## config.mk

```make
export PLATFORM = sky130hd
export DESIGN_NAME = flash_seq_ctrl
export DESIGN_NICKNAME = d
export VERILOG_FILES = /design/src/rtl/fsq_pkg.sv /design/src/rtl/fsq_timer.sv /design/src/rtl/fsq_xfer.sv /design/src/rtl/flash_seq_ctrl.sv
export SDC_FILE = /design/constraint.sdc
export NUM_CORES = 1
export LEC_CHECK = 0
export ABC_AREA = 1
export BUFFER_PORTS_ARGS = -buffer_cell sky130_fd_sc_hd__buf_2
export CORE_UTILIZATION = 40
export CTS_CLUSTER_DIAMETER = 30
export CTS_CLUSTER_SIZE = 14
export DETAILED_ROUTE_END_ITERATION = 10
export GPL_ROUTABILITY_DRIVEN = 1
export HOLD_SLACK_MARGIN = 0.05
export SLEW_MARGIN = 20
export SYNTH_ARGS = -nofsm -noshare
export SYNTH_HDL_FRONTEND = slang
export SYNTH_HIERARCHICAL = 1
export SYNTH_SLANG_ARGS = --single-unit
```

## constraint.sdc

```tcl
create_clock -name clk -period 2.3 [get_ports clk]
set_clock_uncertainty 0.05 [all_clocks]
set_input_delay 0.115 -clock clk [delete_from_list [all_inputs] [get_ports clk]]
set_output_delay 0.115 -clock clk [all_outputs]
set_load 0.1 [all_outputs]
```

## src/rtl/fsq_pkg.sv

```systemverilog
package fsq_pkg;
  typedef enum logic [3:0] {
    ST_IDLE    = 4'd0,
    ST_ENTER   = 4'd1,
    ST_ERASE   = 4'd2,
    ST_SETADR  = 4'd3,
    ST_WRPAGE  = 4'd4,
    ST_VSETADR = 4'd5,
    ST_RDPAGE  = 4'd6,
    ST_COMMIT  = 4'd7,
    ST_RELOAD  = 4'd8,
    ST_RLWAIT  = 4'd9,
    ST_RLSTAT  = 4'd10,
    ST_PASS    = 4'd11,
    ST_FAIL    = 4'd12,
    ST_GAP     = 4'd13,
    ST_POLL    = 4'd14
  } step_t;

  localparam logic [7:0] OP_ENTER  = 8'hC6;
  localparam logic [7:0] OP_ERASE  = 8'h0E;
  localparam logic [7:0] OP_SETADR = 8'hB4;
  localparam logic [7:0] OP_WRPAGE = 8'h70;
  localparam logic [7:0] OP_RDPAGE = 8'h73;
  localparam logic [7:0] OP_COMMIT = 8'h5E;
  localparam logic [7:0] OP_RELOAD = 8'h79;
  localparam logic [7:0] OP_STATUS = 8'h3C;
  localparam logic [7:0] OP_POLL   = 8'hF0;

  localparam int          PAGE_BYTES = 16;
  localparam int          CW         = 5;
  localparam logic [31:0] MASK_BUSY  = 32'h0000_0080;
  localparam logic [31:0] MASK_STAT  = 32'h0000_2100;
  localparam logic [31:0] STAT_OK    = 32'h0000_0100;
endpackage

```

## src/rtl/fsq_timer.sv

```systemverilog
module fsq_timer #(
  parameter int TW = 8
) (
  input  logic          clk,
  input  logic          rst_n,
  input  logic          load,
  input  logic [TW-1:0] val,
  output logic          zero
);
  logic [TW-1:0] cnt_q, cnt_d;

  always_comb begin
    cnt_d = cnt_q;
    if (load)              cnt_d = val;
    else if (cnt_q != '0)  cnt_d = cnt_q - 1'b1;
  end

  always_ff @(posedge clk or negedge rst_n) begin
    if (!rst_n) cnt_q <= '0;
    else        cnt_q <= cnt_d;
  end

  assign zero = (cnt_q == '0);
endmodule

```

## src/rtl/fsq_xfer.sv

```systemverilog
module fsq_xfer
  import fsq_pkg::*;
(
  input  logic          clk,
  input  logic          rst_n,
  input  logic          start,
  input  logic [7:0]    op,
  input  logic [23:0]   opnd,
  input  logic [CW-1:0] n_pay,
  input  logic [CW-1:0] n_rd,
  input  logic [7:0]    pay_data,
  output logic          tx_valid,
  output logic [7:0]    tx_data,
  input  logic          tx_ready,
  output logic          rd_req,
  input  logic          rd_valid,
  input  logic [7:0]    rd_data,
  output logic          frame,
  output logic [3:0]    idx,
  output logic          rd_stb,
  output logic          done,
  output logic [31:0]   rx_word
);
  typedef enum logic [1:0] {X_IDLE, X_HDR, X_PAY, X_RD} xst_t;

  xst_t          st_q, st_d;
  logic [31:0]   hdr_q, hdr_d, rx_q, rx_d;
  logic [CW-1:0] cnt_q, cnt_d, npay_q, npay_d, nrd_q, nrd_d;
  logic          fin;
  logic          done_q;

  always_comb begin
    st_d = st_q; hdr_d = hdr_q; rx_d = rx_q; cnt_d = cnt_q;
    npay_d = npay_q; nrd_d = nrd_q; fin = 1'b0;
    case (st_q)
      X_IDLE: if (start) begin
        hdr_d = {op, opnd}; cnt_d = '0; npay_d = n_pay; nrd_d = n_rd;
        st_d = X_HDR;
      end
      X_HDR: if (tx_ready) begin
        hdr_d = {hdr_q[23:0], 8'h00};
        if (cnt_q == CW'(3)) begin
          cnt_d = '0;
          if (npay_q != '0)     st_d = X_PAY;
          else if (nrd_q != '0) st_d = X_RD;
          else begin st_d = X_IDLE; fin = 1'b1; end
        end else cnt_d = cnt_q + 1'b1;
      end
      X_PAY: if (tx_ready) begin
        if (cnt_q == npay_q - 1'b1) begin
          cnt_d = '0;
          if (nrd_q != '0) st_d = X_RD;
          else begin st_d = X_IDLE; fin = 1'b1; end
        end else cnt_d = cnt_q + 1'b1;
      end
      X_RD: if (rd_valid) begin
        rx_d = {rx_q[23:0], rd_data};
        if (cnt_q == nrd_q - 1'b1) begin
          cnt_d = '0; st_d = X_IDLE; fin = 1'b1;
        end else cnt_d = cnt_q + 1'b1;
      end
      default: st_d = X_IDLE;
    endcase
  end

  always_ff @(posedge clk or negedge rst_n) begin
    if (!rst_n) begin
      st_q <= X_IDLE; hdr_q <= '0; rx_q <= '0; cnt_q <= '0;
      npay_q <= '0; nrd_q <= '0; done_q <= 1'b0;
    end else begin
      st_q <= st_d; hdr_q <= hdr_d; rx_q <= rx_d; cnt_q <= cnt_d;
      npay_q <= npay_d; nrd_q <= nrd_d; done_q <= fin;
    end
  end

  assign tx_valid = (st_q == X_HDR) || (st_q == X_PAY);
  assign tx_data  = (st_q == X_HDR) ? hdr_q[31:24] : pay_data;
  assign rd_req   = (st_q == X_RD);
  assign rd_stb   = (st_q == X_RD) && rd_valid;
  assign frame    = (st_q != X_IDLE);
  assign idx      = cnt_q[3:0];
  assign done     = done_q;
  assign rx_word  = rx_q;
endmodule

```

## src/rtl/flash_seq_ctrl.sv

```systemverilog
module flash_seq_ctrl
  import fsq_pkg::*;
#(
  parameter int PW           = 4,
  parameter int POLL_GAP     = 8,
  parameter int REFRESH_WAIT = 20,
  parameter int MAX_POLLS    = 6,
  parameter int REF_RETRIES  = 2
) (
  input  logic          clk,
  input  logic          rst_n,
  input  logic          start,
  input  logic          mem_user,
  input  logic [13:0]   start_page,
  input  logic [PW-1:0] num_pages,
  output logic          tx_valid,
  output logic [7:0]    tx_data,
  input  logic          tx_ready,
  output logic          rd_req,
  input  logic          rd_valid,
  input  logic [7:0]    rd_data,
  output logic          frame,
  output logic [PW-1:0] buf_page,
  output logic [3:0]    buf_idx,
  input  logic [7:0]    buf_data,
  output logic          busy,
  output logic          pass,
  output logic          fail,
  output logic [3:0]    step
);
  localparam int WMAX = (POLL_GAP > REFRESH_WAIT) ? POLL_GAP : REFRESH_WAIT;
  localparam int TW   = $clog2(WMAX + 1);
  localparam int PCW  = $clog2(MAX_POLLS + 2);
  localparam int RCW  = $clog2(REF_RETRIES + 2);

  step_t          state_q, state_d, ret_q, ret_d;
  logic           launched_q, launched_d, mism_q, mism_d, user_q, user_d;
  logic [PW-1:0]  page_q, page_d, npages_q, npages_d;
  logic [13:0]    spage_q, spage_d;
  logic [PCW-1:0] polls_q, polls_d;
  logic [RCW-1:0] tries_q, tries_d;

  logic           xstart, xdone, xstb, tload, tzero, cmd_state, last_page;
  logic [7:0]     x_op;
  logic [23:0]    x_opnd, adr_opnd;
  logic [CW-1:0]  x_npay, x_nrd;
  logic [31:0]    x_rx;
  logic [TW-1:0]  tval;
  logic [3:0]     x_idx;
  logic           rx_busy, rx_ok;

  fsq_xfer u_xfer (
    .clk(clk), .rst_n(rst_n), .start(xstart), .op(x_op), .opnd(x_opnd),
    .n_pay(x_npay), .n_rd(x_nrd), .pay_data(buf_data),
    .tx_valid(tx_valid), .tx_data(tx_data), .tx_ready(tx_ready),
    .rd_req(rd_req), .rd_valid(rd_valid), .rd_data(rd_data),
    .frame(frame), .idx(x_idx), .rd_stb(xstb), .done(xdone), .rx_word(x_rx)
  );

  fsq_timer #(.TW(TW)) u_timer (
    .clk(clk), .rst_n(rst_n), .load(tload), .val(tval), .zero(tzero)
  );

  assign rx_busy   = (x_rx & MASK_BUSY) != '0;
  assign rx_ok     = (x_rx & MASK_STAT) == STAT_OK;
  assign last_page = (page_q == npages_q - 1'b1);
  assign adr_opnd  = {(user_q ? 8'h40 : 8'h00), 2'b00, spage_q};

  // Command mux: one opcode, operand and length set per command step
  always_comb begin
    x_op = 8'h00; x_opnd = '0; x_npay = '0; x_nrd = '0; cmd_state = 1'b1;
    case (state_q)
      ST_ENTER:   x_op = OP_ENTER;
      ST_ERASE:   x_op = OP_ERASE;
      ST_SETADR,
      ST_VSETADR: begin x_op = OP_SETADR; x_opnd = adr_opnd; end
      ST_WRPAGE:  begin x_op = OP_WRPAGE; x_npay = CW'(PAGE_BYTES); end
      ST_RDPAGE:  begin x_op = OP_RDPAGE; x_opnd = 24'h000001; x_nrd = CW'(PAGE_BYTES); end
      ST_COMMIT:  x_op = OP_COMMIT;
      ST_RELOAD:  x_op = OP_RELOAD;
      ST_RLSTAT:  begin x_op = OP_STATUS; x_nrd = CW'(4); end
      ST_POLL:    begin x_op = OP_POLL; x_nrd = CW'(1); end
      default:    cmd_state = 1'b0;
    endcase
  end

  always_comb begin
    state_d = state_q; ret_d = ret_q; launched_d = launched_q; mism_d = mism_q;
    page_d = page_q; npages_d = npages_q; spage_d = spage_q; user_d = user_q;
    polls_d = polls_q; tries_d = tries_q;
    xstart = 1'b0; tload = 1'b0; tval = TW'(POLL_GAP);

    if (cmd_state && !launched_q) begin
      xstart = 1'b1; launched_d = 1'b1;
    end
    if (xdone) launched_d = 1'b0;
    if (state_q == ST_RDPAGE && xstb && rd_data != buf_data) mism_d = 1'b1;

    case (state_q)
      ST_IDLE, ST_PASS, ST_FAIL: if (start) begin
        npages_d = num_pages; spage_d = start_page; user_d = mem_user;
        state_d = ST_ENTER;
      end
      ST_ENTER:  if (xdone) state_d = ST_ERASE;
      ST_ERASE:  if (xdone) begin
        ret_d = ST_SETADR; polls_d = '0; tload = 1'b1; state_d = ST_GAP;
      end
      ST_SETADR: if (xdone) begin page_d = '0; state_d = ST_WRPAGE; end
      ST_WRPAGE: if (xdone) begin
        ret_d = last_page ? ST_VSETADR : ST_WRPAGE;
        page_d = page_q + 1'b1; polls_d = '0; tload = 1'b1; state_d = ST_GAP;
      end
      ST_VSETADR: if (xdone) begin
        page_d = '0; mism_d = 1'b0; state_d = ST_RDPAGE;
      end
      ST_RDPAGE: if (xdone) begin
        if (mism_q)         state_d = ST_FAIL;
        else if (last_page) state_d = ST_COMMIT;
        else                page_d  = page_q + 1'b1;
      end
      ST_COMMIT: if (xdone) begin
        ret_d = ST_RELOAD; tries_d = '0; polls_d = '0; tload = 1'b1; state_d = ST_GAP;
      end
      ST_RELOAD: if (xdone) begin
        tval = TW'(REFRESH_WAIT); tload = 1'b1; state_d = ST_RLWAIT;
      end
      ST_RLWAIT: if (tzero) state_d = ST_RLSTAT;
      ST_RLSTAT: if (xdone) begin
        if (rx_ok)                              state_d = ST_PASS;
        else if (tries_q == RCW'(REF_RETRIES))  state_d = ST_FAIL;
        else begin tries_d = tries_q + 1'b1;    state_d = ST_RELOAD; end
      end
      ST_GAP:  if (tzero) state_d = ST_POLL;
      ST_POLL: if (xdone) begin
        if (!rx_busy) begin polls_d = '0; state_d = ret_q; end
        else if (polls_q == PCW'(MAX_POLLS - 1)) state_d = ST_FAIL;
        else begin
          polls_d = polls_q + 1'b1; tload = 1'b1; state_d = ST_GAP;
        end
      end
      default: state_d = ST_IDLE;
    endcase
  end

  always_ff @(posedge clk or negedge rst_n) begin
    if (!rst_n) begin
      state_q <= ST_IDLE; ret_q <= ST_IDLE; launched_q <= 1'b0; mism_q <= 1'b0;
      page_q <= '0; npages_q <= '0; spage_q <= '0; user_q <= 1'b0;
      polls_q <= '0; tries_q <= '0;
    end else begin
      state_q <= state_d; ret_q <= ret_d; launched_q <= launched_d; mism_q <= mism_d;
      page_q <= page_d; npages_q <= npages_d; spage_q <= spage_d; user_q <= user_d;
      polls_q <= polls_d; tries_q <= tries_d;
    end
  end

  assign buf_page = page_q;
  assign buf_idx  = x_idx;
  assign pass     = (state_q == ST_PASS);
  assign fail     = (state_q == ST_FAIL);
  assign busy     = !(state_q == ST_IDLE || pass || fail);
  assign step     = state_q;
endmodule

```

* After elaboration in Yosys (flattened, before gate mapping)
Index checks and enable logic that the tools add are counted.
** Operators by class
- $add $sub $neg :: 8
- Reduce and logical (&&, ||, !) cells :: 39
- Multiplexer cells :: 91
- Equality and inequality tests :: 53
** Operators by type and width (number)
- $mux 4 :: 22
- $pmux 8 s9 :: 1
- $mux 32 :: 2
- $pmux 32 s2 :: 1
- $mux 5 :: 12
- $pmux 23 s2 :: 1
- $pmux 4 s11 :: 1
- $ne 2x1->1 const B :: 17
- $eq 4x4->1 const B :: 7
- $mux 2 :: 13
- $pmux 4 s3 :: 2
- $mux 1 :: 21
- $pmux 5 s4 :: 1
- $mux 3 :: 6
- $ne 2x2->1 const B :: 9
- $eq 4x3->1 const B :: 4
- $pmux 5 s3 :: 1
- $reduce_bool 5->1 :: 3
- $sub 5x1->5 const B :: 3
- $reduce_and 12->1 :: 1
- $reduce_and 4->1 :: 3
- $reduce_bool 2->1 :: 6
- $eq 5x5->1 :: 2
- $reduce_or 10->1 :: 1
- other kinds (36) :: 51
** Storage, ports and cells
- Output and inout bits :: 26
- Input bits :: 40
- Register bits :: 107
- Logic and storage cells :: 209

* Longest topological paths before layout
Gate-level depths: netlist (run 1).
- Depth in word-level cells :: 7
- Gate-level depth with buffers :: 13

* Hierarchy
Netlist (run 1), hierarchy kept.
** Modules (own cells, without submodules)
- fsq_xfer :: times used 1, cells each 494, area each 4017.6 um2, sequential area each 2052.0 um2
- flash_seq_ctrl :: times used 1, cells each 364, area each 2529.9 um2, sequential area each 950.9 um2
- fsq_timer :: times used 1, cells each 39, area each 302.8 um2, sequential area each 125.1 um2

* Worst setup path after synthesis (run 1)
No wires, ideal clock.
- Kind :: reg-to-output
- From :: register u_xfer.st_q[1]
- To :: output port tx_data[5]
- Stages on the path, launching flop included :: 7
- Arrival :: 3.164 ns
- Setup slack :: -1.029 ns
- Cells stage by stage :: dfrtp_1 -> inv_1 -> ha_1 -> buf_2 -> inv_4 -> clkbuf_1 -> o21ai_0
** On the way
- Cells in the longest elaborated chain, start to end :: 2
** Ends and longest elaborated chain
- start, declared :: RTL line fsq_xfer.sv:26 : xst_t st_q, st_d;
- start signal, assigned :: RTL line fsq_xfer.sv:71 : st_q <= st_d; hdr_q <= hdr_d; rx_q <= rx_d; cnt_q <= cnt_d;
- $eq 2x1->1 :: RTL line fsq_xfer.sv:77 : assign tx_data = (st_q == X_HDR) ? hdr_q[31:24] : pay_data;
- $mux 8 :: RTL line fsq_xfer.sv:77
- end, declared :: RTL line flash_seq_ctrl.sv:17 : output logic [7:0] tx_data,
Every way passes these cells.

* Worst setup path after layout (run 1)
- From :: register state_q[1] (netlist: step[1])
- To :: register u_xfer.cnt_q[1]
** On the way
- Cells in the longest elaborated chain, start to end :: 7
** Ends and longest elaborated chain
- start, declared :: RTL line flash_seq_ctrl.sv:36 : step_t state_q, state_d, ret_q, ret_d;
- start signal, assigned :: RTL line flash_seq_ctrl.sv:151 : state_q <= state_d; ret_q <= ret_d; launched_q <= launched_d; mism_q <= mism_d;
- $eq 4x3->1 (tied with other cells) :: RTL line flash_seq_ctrl.sv:72 : case (state_q)
- $reduce_or 10->1 (no line) *
- $mux 1 * :: RTL line flash_seq_ctrl.sv:72
- $logic_and 1x1->1 * :: RTL line flash_seq_ctrl.sv:93 : if (cmd_state && !launched_q) begin
- $mux 1 * :: RTL line flash_seq_ctrl.sv:93
- net xstart :: RTL line flash_seq_ctrl.sv:43 : logic xstart, xdone, xstb, tload, tzero, cmd_state, last_page;
- $ne 2x1->1 (no line) *
- $reduce_and 4->1 (no line) *
- end signal, assigned :: RTL line fsq_xfer.sv:71
- end, declared :: RTL line fsq_xfer.sv:28 : logic [CW-1:0] cnt_q, cnt_d, npay_q, npay_d, nrd_q, nrd_d;
The timed path passes the listed nets; every way through them passes the cells marked *.
A chain may end at the register's enable or synchronous reset.

==> results of run 1 <==
-- power breakdown --
group	switching (W)	leakage (nW)	internal, W
Sequential	0.000330	1.22	0.00238
Combinational	0.00372	2.27	0.00162
Clock	0.000727	0.142	0.000787
Total	0.00477	3.63	0.00478
-- state kept, by name, summed over array words and instances (netlist names) --
| register | count |
|---|---|
| buf_page | 4 |
| launched_q | 1 |
| mism_q | 1 |
| npages_q | 4 |
| polls_q | 3 |
| ret_q | 4 |
| spage_q | 14 |
| step | 4 |
| tries_q | 2 |
| u_timer/cnt_q | 5 |
| u_xfer/cnt_q | 5 |
| u_xfer/done | 1 |
| u_xfer/hdr_q | 32 |
| u_xfer/npay_q | 5 |
| u_xfer/nrd_q | 5 |
| u_xfer/rx_word | 5 |
| u_xfer/st_q | 2 |
| user_q | 1 |
-- metal layers --
layer  share of wire, %  GRT usage (%)  vias up
li1                   -              -     2661
met1                 48           25.8     2268
met2                 48           32.2       88
met3                3.4           4.38       10
met4                1.0           4.44        0
met5                  0              0        -
-- worst paths after layout --
kind	to	slack [ns]	start
worst max-delay path	u_xfer/cnt_q[1]$_DFFE_PN0P_	0.20	step[1]$_DFFE_PN0P_
worst min-delay path	u_xfer/done$_DFF_PN0_	0.13	tx_ready
min in group asynchronous	u_xfer/npay_q[1]$_DFFE_PN0P_	0.21	rst_n
worst max register to register	u_xfer/cnt_q[1]$_DFFE_PN0P_	0.20	step[1]$_DFFE_PN0P_
worst min register to register	u_xfer/rx_word[8]$_DFFE_PN0P_	0.44	u_xfer/rx_word[0]$_DFFE_PN0P_
max in group asynchronous	step[0]$_DFFE_PN0P_	1.38	rst_n
-- repair_timing --
item | 4_1_cts | 5_1_grt
gates resized for setup | 0 | 3
hold endpoints to repair | 54 | 0
buffers inserted | 0 | 0
endpoints found under the setup margin | 0 | 25
hold buffers | 23 | 0
-- cells in the final DEF (no fill, tap or decap), drive strengths merged, types with 17 or more instances in the layout --
cell type / count
a21oi: 37
buf: 76
conb: 17
dfrtp: 98
dlygate4sd3: 23
inv: 131
nand2: 203
nand3: 52
nor2: 93
o211ai: 25
o21ai: 57
-- worst max-delay path, delay by kind of cell (launching register included) --
kind / cells / cell delay [ns]
buffers and inverters: 2 / 0.29
DFF: 1 / 0.47
and+or+nand+nor: 5 / 0.42
AOI/OAI and AO/OA: 3 / 0.76
-- stage by stage --
stage | utilization, % | setup slack (ns) | power, W | hold WS [ns] | cells
2_1_floorplan | - | -0.273 | 0.00687 | -0.231 | 805
5_1_grt | 50.2 | 0.0360 | 0.0103 | 0.141 | 1069
4_1_cts | 50.1 | 0.0610 | 0.00963 | 0.121 | 1069
6_report | 50.2 | 0.201 | 0.00956 | 0.134 | 1069
3_5_place_dp | 46.4 | 0.0855 | 0.00805 | 0.0661 | 1030
3_3_place_gp | 46.4 | 0.164 | 0.00799 | 0.0590 | 1030
-- area by class of cell --
cell class,count,share of cell area [%]
multi-input combinational,548,39.9
sequential,98,34.8
timing repair buffer,99,11.1
inverter,128,6.86
clock buffer,10,3.38
tap,180,3.18
clock inverter,6,0.760
==> results.toml, run 1 <==
[run_status]
status = "complete, no violations"

[clock_tree]
root_buffer = "clkbuf_16"
h-tree-depth = 3
cts_tree = "done"
clock_sinks = 98
insertion_delay_ns = 0.35
clockBufferDepth = 2
cts_buffers = 9
clkTransAtPathRegs_ns = 0.07

[min_path]
hp-class = "input pin to flop"
worstHoldPathCells = 5

[floorplanning]
initial_core_util_pct = 41.6
core.rowCount = 43
die_area_sq_um = 15200
fp.coreArea_sq_um = 14100
ios = 66
dieWidth_um = 123
dieHeight_um = 123

[cells_and_area]
finalInstanceArea_sq_um = 7080
area_delta_synth_final_pct = 20.6
register_area_sq_um = 2460
nNetsFinal = 938
multi_input_comb_area_sq_um = 2830
fillers = 1386
diodes = 0
drive_above_1_share_pct = 17.4

[worst_setup_path]
crit_path_max_fanout = 8
path_class = "flop to flop"
endpoint_kind = "flop"
crit_arrival_ns = 2.30
max_stage_delay_ns = 0.47
worst_path_most_repeated_cell = "nand2_1"
worstSetupStartpointType = "flop"
reg2regPathDepth = 10
cp_data_required_time_ns = 2.50
critical-path-slowest-cell = "dfrtp_2"
crit_chain = "inv_2 -> nand2_1 -> o21ai_0 -> a21oi_2 -> o22ai_2 -> nor2_2 -> inv_1 -> nor2_4 -> nand3_1 -> nand2_1"

[sta]
setup_viol = 0
tightest_slew_ns = 0.521
hold_viol_final = 0
fin_crit_sh_pct = 91.3
maxSlewViolCount = 0
fmax_mhz = 476
period_needed_ns = 2.10
slew_headroom_pct = 65.5
setup-tns-final_ns = 0
rsz0062_at_grt = "no"

[global_routing]
antenna_found_initial = 0
first_global_vias = 4745
grt_usage_pct = 19.4
grt_pass1_wl_um = 22800
grt_overflow = 0
grt_start_max_net_pins = 65

[drt]
dr.pass1.iters = 5
vias_per_cell = 4.70
routedWlPerCell_um = 12.6
drt_iter0_drc = 281
finalWirelength_um = 13500
drtAntennaViolNets = 0
drcViolationCount = 0
vias = 5027

[placed_design]
dp_hpwl_um = 10000
io_buffers = 65
dpl_cell_area_sq_um = 6540
routabilityCongestion = 0.970

[logic_synthesis]
netlist_area_sq_um = 5870
yosysWarningCount = 6
avgSynthCellArea_sq_um = 7.44
syn_inst = 789

[power_and_ir_drop]
irDropWorstVdd_mv = 0.582
p_leak_nw = 3.63
p_per_area_nw_per_um2 = 1350

[run]
maxCapViolCount = 0
No activity file was read; power rests on OpenSTA's default activity.
==> inputs of run 2 (changes only) <==
ABC_AREA = unset   (was 1)
==> results.toml, run 2 <==
[cells_and_area]
fillers = 1337
regMostFlops = "u_xfer/hdr_q"
area_delta_synth_final_pct = 21.7
reg_top3 = "u_xfer/hdr_q (32), spage_q (14)"
largest_reg_flops = 32
mostFrequentLayoutCells = "dfrtp_1, buf_2, nor2_1, a21oi_1"
diodes = 0
register_area_sq_um = 2460
finalInstanceArea_sq_um = 7240
multi_input_comb_area_sq_um = 3250
mostFrequentLayoutCell = "dfrtp_1"
drive_above_1_share_pct = 26.2
final_cells = 890
nNetsFinal = 755

[worst_setup_path]
worstSetupStartpointType = "flop"
crit_arrival_ns = 2.05
r2r_slack_ns = 0.16
endpoint_kind = "primary output"
rr_endpoint = "u_xfer/cnt_q[2]$_DFFE_PN0P_"
crit_path_max_fanout = 22
cp_data_required_time_ns = 2.13
crit_start = "u_xfer/st_q[1]$_DFFE_PN0P_"
crit_end = "tx_data[5]"
r2r-start = "u_xfer/nrd_q[0]$_DFFE_PN0P_"
reg2regPathDepth = 8
path_class = "flop to primary output"

[power_and_ir_drop]
p_per_area_nw_per_um2 = 1470
seqPwrFrac_pct = 27.7
p_clk_share_pct = 14.3
swShare_pct = 47.7
p_leak_nw = 3.22
p_int_w = 0.00556
irDropWorstVdd_mv = 0.848
netSwitchingPower_w = 0.00507
combinationalPowerShare_pct = 58.0

[floorplanning]
core.rowCount = 44
fp.coreArea_sq_um = 14500
dieWidth_um = 124
dieHeight_um = 124
die_area_sq_um = 15400
ios = 66
initial_core_util_pct = 40.9

[drt]
drt_iter0_drc = 258
drcViolationCount = 0
drtAntennaViolNets = 0
dr.pass1.iters = 5
finalWirelength_um = 13700
vias_per_cell = 5.23
routedWlPerCell_um = 15.4
vias = 4657

[global_routing]
grtUsageMet3_pct = 2.61
grt_overflow = 0
first_global_vias = 4401
grt_busiest_layer = "met2"
grt_usage_pct = 18.9
grt_use_met1_pct = 26.8
grt_pass1_wl_um = 22400
grt_start_max_net_pins = 65
antenna_found_initial = 0
use_met2_pct = 30.1

[sta]
maxSlewViolCount = 0
fmax_mhz = 450
tightest_slew_ns = 0.659
worst_slack_ns = 0.0800
rsz0062_at_grt = "no"
fin_crit_sh_pct = 96.5
hold_slack_ns = 0.0472
setup_viol = 0
period_needed_ns = 2.22
slew_headroom_pct = 56.1
hold_viol_final = 0
setup-tns-final_ns = 0

[placed_design]
pre_cts_ws_ns = 0.115
dpl_cell_area_sq_um = 6700
io_buffers = 65
routabilityCongestion = 0.870
dp_hpwl_um = 9880
dp.cells = 850

[clock_tree]
clock_sinks = 98
cts_buffers = 9
clockBufferDepth = 2
cts_tree = "done"
root_buffer = "clkbuf_16"
insertion_delay_ns = 0.35
clkTransAtPathRegs_ns = 0.07
h-tree-depth = 3

[logic_synthesis]
yosysWarningCount = 6
syn_inst = 604
netlist_area_sq_um = 5950
avgSynthCellArea_sq_um = 9.85

[min_path]
hp-class = "input pin to flop"

[run_status]
status = "complete, no violations"

[run]
maxCapViolCount = 0
==> run 2: stage by stage <==
stage	utilization (%)	power, W
after floorplan	-	0.00760
after global placement	46.1	0.00890
after detailed placement	46.1	0.00902
after CTS	49.7	0.0106
after global routing	49.8	0.0113
final	49.8	0.0106
==> run 2: power groups by stage <==
stage,Sequential [W],Clock [W],Combinational [W]
global route,0.00303,0.00163,0.00664
floorplan,0.00300,0,0.00460
finish,0.00294,0.00152,0.00616
detailed placement,0.00297,0,0.00605
CTS,0.00294,0.00155,0.00611
global placement,0.00293,0,0.00597
==> run 2: layout make-up <==
class	count	area share (%)
repair buffers	113	12.3
multi-input cells	448	44.8
well taps	184	3.18
inverters	31	1.61
clock inverters	7	0.899
flip-flops and latches	98	34.0
clock buffers	9	3.11
==> run 2: metal layers <==
metal	part of all wire [%]	wire length, um
met5	0	0
met1	48	6640
met3	4.0	549
met4	1.1	155
met2	46	6380
==> run 2: worst min-delay path by stage <==
stage,startpoint,end,cells past startpoint
after floorplan,rst_n,buf_page[0]$_DFFE_PN0P_,0
after global placement,rst_n,u_xfer/nrd_q[2]$_DFFE_PN0P_,1
after detailed placement,rst_n,u_xfer/nrd_q[2]$_DFFE_PN0P_,1
after CTS,rd_data[0],u_xfer/rx_word[0]$_DFFE_PN0P_,2
after global routing,rd_data[0],u_xfer/rx_word[0]$_DFFE_PN0P_,2
final,rd_data[0],u_xfer/rx_word[0]$_DFFE_PN0P_,2
==> run 2: what timing repair did <==
item,in CTS,in global routing
cloned,0,0
hold buffers,22,0
endpoints found under the hold margin,63,0
setup buffers,0,2
resized for setup,1,3
endpoints found under the setup margin,1,4
pin swaps,0,2
==> run 2: worst max-delay path, cell delays in order (launching register included) <==
cell and delay, ns:
dfrtp_1 0.40, inv_1 0.13, ha_2 0.28, buf_6 0.28
mux2_2 0.43, buf_12 0.18
==> inputs of run 3 (changes only) <==
GPL_TIMING_DRIVEN = 0   (was unset)
==> results.toml, run 3 (synthesized netlist as in run 2, its figures left out) <==
[run_status]
status = "complete, no violations"

[clock_tree]
h-tree-depth = 3
cts_buffers = 9
clkTransAtPathRegs_ns = 0.07
insertion_delay_ns = 0.35
root_buffer = "clkbuf_16"
cts_tree = "done"
clock_sinks = 98
clockBufferDepth = 2

[worst_setup_path]
r2r_slack_ns = 0.08
r2r-start = "step[2]$_DFFE_PN0P_"
cp_data_required_time_ns = 2.50
rr_endpoint = "u_xfer/cnt_q[2]$_DFFE_PN0P_"
endpoint_kind = "flop"
crit_arrival_ns = 2.42
path_class = "flop to flop"
crit_end = "u_xfer/cnt_q[2]$_DFFE_PN0P_"
crit_path_max_fanout = 10
worstSetupStartpointType = "flop"
reg2regPathDepth = 10
crit_start = "step[2]$_DFFE_PN0P_"

[floorplanning]
core.rowCount = 44
fp.coreArea_sq_um = 14500
die_area_sq_um = 15400
dieWidth_um = 124
initial_core_util_pct = 40.9
ios = 66
dieHeight_um = 124

[cells_and_area]
area_delta_synth_final_pct = 25.7
regMostFlops = "u_xfer/hdr_q"
fillers = 1340
drive_above_1_share_pct = 29.2
nNetsFinal = 786
largest_reg_flops = 32
reg_top3 = "u_xfer/hdr_q (32), spage_q (14)"
mostFrequentLayoutCell = "dfrtp_1"
mostFrequentLayoutCells = "dfrtp_1, buf_2, nor2_1, a21oi_1"
diodes = 0

[global_routing]
grt_start_max_net_pins = 75
grt_overflow = 0
grt_pass1_wl_um = 24200
first_global_vias = 4860
antenna_found_initial = 0
grt_usage_pct = 20.5

[drt]
drcViolationCount = 0
drt_iter0_drc = 256
routedWlPerCell_um = 16.0
dr.pass1.iters = 5
vias_per_cell = 5.21
finalWirelength_um = 14700
vias = 4793
drtAntennaViolNets = 0

[sta]
slew_headroom_pct = 46.2
maxSlewViolCount = 0
setup_viol = 0
fmax_mhz = 450
tightest_slew_ns = 0.795
period_needed_ns = 2.22
fin_crit_sh_pct = 96.7
hold_slack_ns = 0.135
worst_slack_ns = 0.0760
hold_viol_final = 0

[placed_design]
pre_cts_ws_ns = -0.626
dp_hpwl_um = 10800
io_buffers = 65
routabilityCongestion = 0.876

[run]
maxCapViolCount = 0

[power_and_ir_drop]
p_leak_nw = 3.35
irDropWorstVdd_mv = 0.893
p_per_area_nw_per_um2 = 1490

[min_path]
hp-class = "input pin to flop"
-- run 3: cell types whose count changed in the layout (fill, tap and decap cells not counted), moves of 3 or more --
cell,change
clkbuf_4,+3
buf_6,+8
buf_2,+7
buf_8,+3
buf_4,+3
buf_12,-9
clkbuf_8,+3
clkbuf_1,+9
nand2_1,-3
-- run 3: layout make-up --
type                            instances  area [sq um]  share of cell area [%]
Buffer                                 43           343                    4.58
Sequential cell                        98          2470                    33.0
Clock buffer                            9           225                    3.01
Inverter                               31           116                    1.56
Tap cell                              184           230                    3.08
Timing Repair Buffer                  101           707                    9.45
Multi-Input combinational cell        448          3320                    44.3
Clock inverter                          6          75.1                    1.00
-- run 3: stage by stage --
step	util (%)	TNS (ns)	cells	cell area [sq um]	power (W)
floorplan	-	-16.94	620	6050	0.00760
global placement	45.5	-24.25	869	6610	0.00876
detailed placement	45.7	-24.08	870	6640	0.00885
CTS	50.5	0	913	7340	0.0109
global route	51.5	-0.0229	920	7480	0.0119
finish	51.5	0	920	7480	0.0112
-- run 3: how the worst min path moves through the flow --
stage	start	to	slack [ns]	cells after the start
floorplan	rst_n	buf_page[0]$_DFFE_PN0P_	-0.23	0
global route	tx_ready	u_xfer/done$_DFF_PN0_	0.15	4
detailed placement	rst_n	u_timer/cnt_q[2]$_DFFE_PN0P_	-0.05	1
global placement	start_page[10]	spage_q[10]$_DFFE_PN0P_	0.30	2
CTS	tx_ready	u_xfer/done$_DFF_PN0_	0.09	4
finish	tx_ready	u_xfer/done$_DFF_PN0_	0.13	4
-- run 3: power breakdown --
part | internal (W) | switching, W | leakage (nW)
Clock | 0.000856 | 0.000709 | 0.144
Sequential | 0.00240 | 0.000450 | 1.20
Combinational | 0.00261 | 0.00412 | 2.01
Total | 0.00587 | 0.00528 | 3.35
-- run 3: layer usage --
layer  routed length (um)  global-route usage (%)  vias up
li1                     -                       -     2358
met3                  589                    3.71       16
met4                  206                    6.62        0
met2                 7030                    34.2       97
met5                    0                       0        -
met1                 6900                    26.8     2322
-- run 3: worst max-delay path, cell delays in order, from the launching register on --
cell and delay [ns]:
dfrtp_4 0.49, buf_6 0.15, buf_6 0.14, nand2_4 0.08
o21a_1 0.17, o21ai_4 0.09, nor2_4 0.14, o221ai_4 0.15
buf_8 0.15, or4_1 0.41, o311ai_1 0.09
-- run 3: what timing repair did --
item                                    CTS  global route
gates resized for setup                  45            25
endpoints found under the setup margin   56            45
cloned                                    1             0
pin swaps                                 4             5
setup buffers                             4             7
hold endpoints to repair                120             0
hold buffers                             23             0
